## src/rtl/net_addr_select.sv

```systemverilog
module net_addr_select #(
  parameter int          CW      = 8,
  parameter logic [15:0] SIG     = 16'h5AFE,
  parameter logic [47:0] DEF_MAC = 48'h0007ED012345,
  parameter logic [31:0] DEF_IP  = 32'hC0A80119
) (
  input  logic          clk,
  input  logic          rst_n,
  output logic          rec_req,
  input  logic          rec_ack,
  input  logic [15:0]   rec_sig,
  input  logic [47:0]   rec_mac,
  input  logic [31:0]   rec_ip,
  input  logic          rec_dhcp,
  input  logic [CW-1:0] timeout_lim,
  output logic          dhcp_req,
  input  logic          dhcp_grant,
  input  logic [31:0]   dhcp_ip,
  input  logic          dhcp_err,
  output logic [47:0]   mac_o,
  output logic [31:0]   ip_o,
  output logic [1:0]    src_o,
  output logic          done
);
  typedef enum logic [1:0] {S_READ, S_WAIT, S_HOLD} st_t;
  localparam logic [1:0] SRC_DHCP = 2'd0, SRC_STAT = 2'd1, SRC_DEF = 2'd2;

  st_t           st;
  logic [CW-1:0] cnt;
  logic          good_q;
  logic [31:0]   sip_q;

  wire sig_ok  = (rec_sig == SIG);
  wire expired = (cnt == timeout_lim);

  assign rec_req  = (st == S_READ);
  assign dhcp_req = (st == S_WAIT);

  always_ff @(posedge clk) begin
    if (!rst_n) begin
      st     <= S_READ;
      cnt    <= '0;
      good_q <= 1'b0;
      sip_q  <= '0;
      mac_o  <= '0;
      ip_o   <= '0;
      src_o  <= SRC_DHCP;
      done   <= 1'b0;
    end else begin
      case (st)
        S_READ: if (rec_ack) begin
          good_q <= sig_ok;
          sip_q  <= rec_ip;
          mac_o  <= sig_ok ? rec_mac : DEF_MAC;
          cnt    <= '0;
          if (sig_ok && !rec_dhcp) begin
            ip_o  <= rec_ip;
            src_o <= SRC_STAT;
            done  <= 1'b1;
            st    <= S_HOLD;
          end else begin
            st <= S_WAIT;
          end
        end
        S_WAIT: begin
          if (dhcp_grant) begin
            ip_o  <= dhcp_ip;
            src_o <= SRC_DHCP;
            done  <= 1'b1;
            st    <= S_HOLD;
          end else if (dhcp_err || expired) begin
            ip_o  <= good_q ? sip_q : DEF_IP;
            src_o <= good_q ? SRC_STAT : SRC_DEF;
            done  <= 1'b1;
            st    <= S_HOLD;
          end else begin
            cnt <= cnt + 1'b1;
          end
        end
        default: st <= S_HOLD;
      endcase
    end
  end
endmodule

```

## config.mk

```make
export PLATFORM = sky130hd
export DESIGN_NAME = net_addr_select
export DESIGN_NICKNAME = d
export VERILOG_FILES = /design/src/rtl/net_addr_select.sv
export SDC_FILE = /design/constraint.sdc
export NUM_CORES = 1
export LEC_CHECK = 0
export BUFFER_PORTS_ARGS = -buffer_cell sky130_fd_sc_hd__buf_2
export CAP_MARGIN = 15
export CORE_ASPECT_RATIO = 0.75
export CORE_MARGIN = 2
export CORE_UTILIZATION = 46
export CTS_CLUSTER_SIZE = 25
export DETAILED_ROUTE_END_ITERATION = 7
export HOLD_SLACK_MARGIN = 0.06
export PLACE_DENSITY_LB_ADDON = 0.2
export RECOVER_POWER = 100
export SYNTH_ARGS = -nofsm -noshare
export SYNTH_HDL_FRONTEND = slang
export SYNTH_SLANG_ARGS = --single-unit
```

## constraint.sdc

```tcl
create_clock -name clk -period 3.5 [get_ports clk]
set_input_delay 0.175 -clock clk [delete_from_list [all_inputs] [get_ports clk]]
set_output_delay 0.175 -clock clk [all_outputs]
set_load 0.005 [all_outputs]
```

# Word level (Yosys, flattened, before mapping)
# Cells that the tools add are included.
# word_totals
regBits	126
input_bits	142
output_inout_bits	85
wordCells	53
# op_classes
n_addsub	1
n_eq_ne	8
n_mux	27
reduce_logical	9
# op_table
operator	count
2-to-1 mux 32 bit	5
case mux 32 bit (2 select lines)	1
2-to-1 mux 48 bit	1
2-to-1 mux 8 bit	3
2-to-1 mux 2 bit	9
== test 16 x 15 -> 1 bit (second input constant)	1
case mux 8 bit (2 select lines)	1
adder 8 x 1 -> 8 bit (second input constant)	1
== test 8 bit	1
case mux 2 bit (2 select lines)	2
AND reduction 4 bit	2
2-to-1 mux 1 bit	4
inequality test 2 x 1 -> 1 bit (second input constant)	2
inequality test 2 bit (second input constant)	2
AND reduction 2 bit	2
inequality test 3 x 1 -> 1 bit (second input constant)	1
== test 2 x 1 -> 1 bit (second input constant)	1
logical NOT 2 bit	1
case mux 1 bit (2 select lines)	1
nonzero test 2 bit	1
logical AND 1 bit	1
logical NOT 1 bit	1
logical OR 1 bit	1

# Longest topological paths before layout
# Gate-level depths: netlist of run 1.
# depth
word_depth	5
mapped_depth	8
mapped_depth_nobuf	6

# Worst setup path after synthesis of run 1
# No wires, ideal clock.
# synth_timing
path_kind	register -> register
start	register st[1]
end	register mac_o[24]
setup_ps	119
t_arrival_ps	1382
required_ps	3381
setup_slack_ps	1999
stages_incl_launch_ff	9
n_path_buf	4
path_cell_list	dfxtp_1 buf_2 nor2_4 and2_1 buf_2 nand2b_1 buf_2 buf_2 o221a_1
# synth_between
elab_chain_cells	2
# synth_lines
element	line_no	source
start, declared	28	st_t st;
start signal, assigned	41	st <= S_READ;
start signal, assigned	60	st <= S_HOLD;
start signal, assigned	62	st <= S_WAIT;
logical NOT 2 bit	-	
via rec_req	9	output logic rec_req,
AND reduction 2 bit (no line)	-	
end signal, assigned	54	mac_o <= sig_ok ? rec_mac : DEF_MAC;
end, declared	20	output logic [47:0] mac_o,
# The timed path passes the listed nets, and every way through them passes these cells.
# A chain may end at the register's enable or synchronous reset.

# Worst setup path in the final report of run 1
# layout_timing
start	register cnt[0]
end	register cnt[4]
# layout_between
elab_chain_cells	4
elab_cells_between_ends	8
cone_classes	add/sub: 1; eq/ne: 2; mux: 3; reduce/logical: 2
# layout_lines
element	line_no	source
start, declared	29	logic [CW-1:0] cnt;
start signal, assigned	77	cnt <= cnt + 1'b1;
adder 8 x 1 -> 8 bit or == test 8 bit (tied branches)	77, 34	
2-to-1 mux 8 bit or logical OR 1 bit (tied branches)	71	end else if (dhcp_err || expired) begin
2-to-1 mux 8 bit or inequality test 2 bit (tied branches)	-	
case mux 8 bit (2 select lines) or AND reduction 4 bit (tied branches)	-	
# Several ways; a longest one is shown, not always the timed one. The select of a mux whose other input is x is not followed.

==> metrics.yaml, run 1 <==
status: "complete, no violations"
cts_buffers: 17
diodes: 0
synth-compound-area-share: 0.219
io_buffers: 226
via_per_inst: 5.41
clock_sinks: 126
die_y_um: 100
start_kind: "flop"
synth_mux_area_frac: 0.00373
clk_latency_ns: 0.40
postCtsSetupBuffers: 0
async_reset_ff_frac: 0
cpPeakStageDelay_ns: 0.98
die_w_um: 133
firstDrtPassIters: 5
grt_first_pass_wirelength_um: 28800
fin_area_sq_mm: 0.00806
syn_avg_cell_area_sq_um: 8.54
path_max_fanout: 34
synth-seq-area-share: 0.442
initial_utilization: 0.468
synth_xor_xnor_area_share: 0.0123
ys_ff_latch: 126
dp.final_hpwl_um: 10600
place_area_sq_mm: 0.00684
slowest_stage: "o211ai_1"
grt_max_degree: 97
yosys_warnings: 0
yosys.area.top_type: "dfxtp_1"
die_area_sq_mm: 0.0133
htree_num_levels: 4
num_vias: 6025
rsz0062_at_grt: "no"
wl_um: 17700
ys_types: 52
fin_util: 0.662
drive_gt1_frac: 0.243
grt_antenna_before_repair: 0
ant_nets: 0
synth_fp_nets: 811
synth_adder_area_share: 0.00219
drt_iter0_markers: 426
rrSetupSlack_ns: 0.76
fin_crit_ns: 2.74
nNetsFinal: 1082
pre_cts_slack_ns: 1.33
endpoint_kind: "flop"
synthTopCellsByArea: "dfxtp_1 (44%), nand2_1 (8.1%), a22oi_1 (4.2%)"
synth_cells: 668
wire_per_inst_um: 15.9
arrival_ns: 3.03
finClkSkew_ns: 0.00964
clk_path_buf_depth: 2
netlist.area_leader.share: 0.442
worst_slack_ns: 0.757
path_clk_slew_ns: 0.05
cts_tree: "done"
synth_edf_count: 0
mostFrequentLayoutCells: "buf_2 (174), dfxtp_1 (126), nand2_1 (122)"
grt_pass1_vias: 5973
max_freq_ghz: 0.365
worst_pin_slew_ns: 1.23
hp-class: "in -> reg"
synth-main-ff-cell: "dfxtp_1"
max-cap-violations: 0
synth_top_family_by_area: "simple AND/OR/NAND/NOR gates"
drv_slew: 0
ir_drop_uv: 388
grt_usage: 0.264
cp.required_ns: 3.79
synth_simple_gate_area_frac: 0.263
coreArea_sq_mm: 0.0122
setup_viol: 0
tns_ns: 0
drc: 0
grt_overflow_total: 0
post-route-period-util: 0.784
p_per_area_mw_per_mm2: 482
cts_resized: 0
areaGrowthSynthToFinish_pct: 41.4
rows: 35
timing.slew.headroom: 0.178
mostFrequentLayoutCell: "buf_2"
pin_count: 227
p_leak_nw: 3.32
syn_area_sq_mm: 0.00570
hold_violations: 0
globalplace.congestion: 0.857
crit_type: "reg -> reg"
cts-root-buf: "clkbuf_16"
cp_cell_sequence: "xnor2_1, nand4_2, o211ai_1, buf_4, nor2_1, o221a_1"
==> report_power, final <==
part	switching, mW	total, mW	internal [mW]
combinational	0.367	0.672	0.304
sequential	0.0640	1.61	1.54
clock	0.600	1.61	1.01
total	1.03	3.89	2.86
==> synth_stat cells (2+ instances only) <==
cell type  number
a21boi_0       12
a21boi_1       21
a21oi_1        11
a22oi_1        32
a31oi_1        23
and2_1          2
and4_1          2
buf_2          25
buf_4           4
buf_6           3
clkbuf_1       32
dfxtp_1       126
inv_1           2
nand2_1       123
nand2b_1        2
nand3_1        11
nand3b_1       25
nand4_1        25
nand4_2         2
nand4b_1        2
nor2_1         43
nor2b_1        32
nor3_1         10
nor3b_1         9
o211a_1        10
o21a_1          4
o21ai_0         2
o21ai_1        24
o221a_1        12
o221a_2         7
o22ai_1         2
xnor2_1         8
==> worst max-delay path: cells and delay by family (launching register included) <==
family                 cells  cell delay, ns
XOR/XNOR                   1            0.17
AO/OA/AOI/OAI              2            1.23
AND/OR/NAND/NOR            2            0.25
buffers and inverters      1            0.53
flip-flops                 1            0.44
==> registers in the layout (all words and copies together) (netlist names) <==
register,cells
cnt,8
done,1
good_q,1
ip_o,32
mac_o,48
sip_q,32
src_o,2
st,2
==> layout make-up <==
cell class,count,area (sq um)
Clock buffer,20,467
Clock inverter,7,67.6
Fill cell,1031,4110
Inverter,3,11.3
Multi-Input combinational cell,474,2850
Sequential cell,126,2520
Tap cell,166,208
Timing Repair Buffer,317,1940
==> routing by layer <==
metal  GRT usage  vias up  share of wire
met5           0        -              0
met4      0.0786        0          0.017
met3      0.0702       26          0.063
met2       0.452      243           0.49
met1       0.329     2838           0.43
li1            -     2918              -
==> what timing repair did <==
action,4_1_cts,5_1_grt
endpoints found under the setup margin,0,0
hold buffers,79,0
endpoints found under the hold margin,79,0
==> path summary, 6_finish.rpt <==
path / startpoint / end / depth (start not counted)
max: cnt[0]$_SDFFE_PN0P_ / cnt[4]$_SDFFE_PN0P_ / 6
min: rec_mac[10] / mac_o[10]$_SDFFE_PN0P_ / 3
max reg2reg: cnt[0]$_SDFFE_PN0P_ / cnt[4]$_SDFFE_PN0P_ / 6
min reg2reg: ip_o[5]$_SDFFE_PN0P_ / ip_o[5]$_SDFFE_PN0P_ / 2
==> through the flow <==
stage,hold WS [ns],total power [mW],cells
floorplan,0.310,2.01,668
global placement,0.409,2.23,1007
detailed placement,0.427,2.25,1007
CTS,0.0605,3.93,1113
global route,0.0701,4.06,1113
finish,0.0611,3.89,1113
==> kinds of logic (layout without fill, tap and decap cells) <==
kind of cell / Yosys count / in the layout
simple gates: 296 / 296
xor+xnor: 8 / 8
fa+ha+maj: 1 / 1
flops: 126 / 126
compound gates: 167 / 167
buf+inv: 68 / 347
mux: 2 / 2
Power figures use the tool's default switching activity.
==> run 2: changes to the inputs <==
- ABC_AREA: default -> 1
- CORE_UTILIZATION: 46 -> 44
- clock period: 3.5 -> 2.4 ns (I/O delays scaled with it)
==> metrics.yaml, run 2 <==
status: "complete, no violations"
max-cap-violations: 0  # unchanged
synth-main-ff-cell: "dfxtp_1"
synth.most_common_cell: "nand2_1"
mostFrequentLayoutCell: "nand2_1"
mostFrequentLayoutCells: "nand2_1 (191), buf_2 (175), nor2_1 (161)"
nNetsFinal: 1242  # +15%
place_area_sq_mm: 0.00686  # +0.22%
pre_cts_slack_ns: 0.637  # -0.694 ns
synth_edf_count: 0  # unchanged
setup_viol: 0  # unchanged
met3_usage: 0.0575  # -0.0127
seqCellArea_sq_mm: 0.00252  # unchanged
syn_avg_cell_area_sq_um: 6.94  # -19%
grt_max_degree: 55  # -43%
firstDrtPassIters: 5  # unchanged
endpoint_kind: "flop"
ys_ff_latch: 126  # unchanged
ir_drop_uv: 495  # +27%
max_freq_ghz: 0.511  # +40%
synthTopCellsByArea: "dfxtp_1 (45%), nand2_1 (13%), nor2_1 (11%)"
initial_utilization: 0.454  # -0.0148
grt_usage: 0.250  # -0.0143
grt_overflow_total: 0  # unchanged
multi_input_area_sq_mm: 0.00259  # -9.0%
drv_slew: 0  # unchanged
num_vias: 6263  # +4.0%
p_leak_nw: 3.70  # +11%
dp.final_hpwl_um: 11100  # +4.4%
timing.slew.headroom: 0.473  # +0.296
pin_count: 227  # unchanged
die_area_sq_mm: 0.0137  # +3.0%
top_register: "mac_o"
postCtsSetupBuffers: 0  # unchanged
netlist.area_leader.share: 0.449  # +0.00640
worst_slack_ns: 0.445  # -0.313 ns
wire_per_inst_um: 13.5  # -15%
fin_area_sq_mm: 0.00815  # +1.1%
synth_cells: 810  # +21%
cts_tree: "done"
cts_buffers: 17  # unchanged
drt_iter0_markers: 324  # -24%
drive_gt1_frac: 0.212  # -0.0306
synthTopCellsByCount: "nand2_1 (191), nor2_1 (160), dfxtp_1 (126)"
coreArea_sq_mm: 0.0124  # +1.8%
grt_first_pass_wirelength_um: 27600  # -4.5%
synth-seq-area-share: 0.449  # +0.00640
finClkSkew_ns: 0.00892  # -0.000724 ns
grt_pass1_vias: 5604  # -6.2%
areaGrowthSynthToFinish_pct: 45.0
start_kind: "flop"
tns_ns: 0  # unchanged
rsz0062_at_grt: "no"
clk_latency_ns: 0.40  # about the same
via_per_inst: 4.90  # -9.5%
yosys_warnings: 0  # unchanged
hold_violations: 0  # unchanged
die_w_um: 135  # +1.5%
grt.busiest_layer: "met2"
path_max_fanout: 27  # -21%
grtUsageMet2: 0.401  # -0.0517
reg_top3: "mac_o: 48 flops, ip_o: 32 flops, sip_q: 32 flops"
clock_sinks: 126  # unchanged
fin_crit_ns: 1.96  # -0.787 ns
clk_path_buf_depth: 2  # unchanged
synth_fp_nets: 953  # +18%
syn_area_sq_mm: 0.00562  # -1.4%
grt_antenna_before_repair: 0  # unchanged
io_buffers: 226  # unchanged
crit_type: "reg -> reg"
cp.required_ns: 2.73  # -1.06 ns
drc: 0  # unchanged
use_met1: 0.340  # +0.0115
yosys.area.top_type: "dfxtp_1"
arrival_ns: 2.29  # -0.74 ns
post-route-period-util: 0.815  # +0.0311
async_reset_ff_frac: 0  # unchanged
diodes: 0  # unchanged
fill_cells: 1083  # +5.0%
ant_nets: 0  # unchanged
die_y_um: 102  # +1.5%
worst_pin_slew_ns: 0.790  # -0.438 ns
htree_num_levels: 4  # unchanged
ys_types: 32  # -38%
cts-root-buf: "clkbuf_16"
globalplace.congestion: 0.805  # -6.1%
rows: 35  # unchanged
p_per_area_mw_per_mm2: 746  # +55%
hp-class: "in -> reg"
path_clk_slew_ns: 0.06  # about the same
largest_reg_flops: 48  # unchanged
wl_um: 17300  # -2.3%
==> run 2: final cells by class <==
| class | count | area share |
|---|---|---|
| timing repair buffer | 324 | 0.246 |
| inverter | 62 | 0.0286 |
| clock inverter | 12 | 0.0169 |
| multi-input combinational | 568 | 0.318 |
| clock buffer | 20 | 0.0548 |
| sequential | 126 | 0.310 |
| tap | 166 | 0.0255 |
==> run 2: cell families after synthesis <==
group / count (synthesis) / synth area share
flops: 126 / 0.449
fa+ha+maj: 1 / 0.00223
xor+xnor: 4 / 0.00623
compound gates: 143 / 0.145
simple gates: 420 / 0.311
buf+inv: 116 / 0.0866
==> run 2: worst paths after layout <==
kind                                       startpoint                     end  slack, ns  cells after the start
worst min register to register  sip_q[4]$_SDFFE_PN0P_   sip_q[4]$_SDFFE_PN0P_       0.45                      2
worst min-delay path                       rec_ip[21]  sip_q[21]$_SDFFE_PN0P_       0.11                      3
worst max-delay path              cnt[3]$_SDFFE_PN0P_   ip_o[16]$_SDFFE_PN0P_       0.44                      9
worst max register to register    cnt[3]$_SDFFE_PN0P_   ip_o[16]$_SDFFE_PN0P_       0.44                      9
==> run 2: metrics by stage <==
step                      hold slack (ns)  instances   util  power [mW]
after floorplan                     0.255        810      -        3.09
after global placement              0.362       1166  0.553        3.50
after detailed placement            0.363       1166  0.553        3.51
after CTS                          0.0826       1278  0.665        6.13
after global routing                0.102       1278  0.658        6.38
final                               0.109       1278  0.658        6.08
==> run 2: routing by layer <==
layer / vias to the layer above / share of wire
li1: 3198 / -
met1: 2810 / 0.47
met2: 231 / 0.45
met3: 24 / 0.071
met4: 0 / 0.014
met5: - / 0
==> run 2: repair_timing <==
item,4_1_cts,5_1_grt
hold buffers,80,0
endpoints found under the hold margin,81,0
resized for setup,0,0
setup endpoints to repair,0,0
==> run 2: critical path, stage by stage, from the launching register on <==
cell and delay, ns:
dfxtp_1 0.44, xnor2_1 0.15, nand2_1 0.07, nor2_1 0.11, nand2_1 0.10, nand2_4 0.20
inv_2 0.09, nor2_4 0.50, nor2_1 0.09, nor2_1 0.13
==> run 2: report_power, final <==
| group | switching, mW | total, mW | internal, mW |
|---|---|---|---|
| combinational | 0.672 | 1.16 | 0.491 |
| clock | 0.962 | 2.53 | 1.56 |
| sequential | 0.104 | 2.39 | 2.29 |
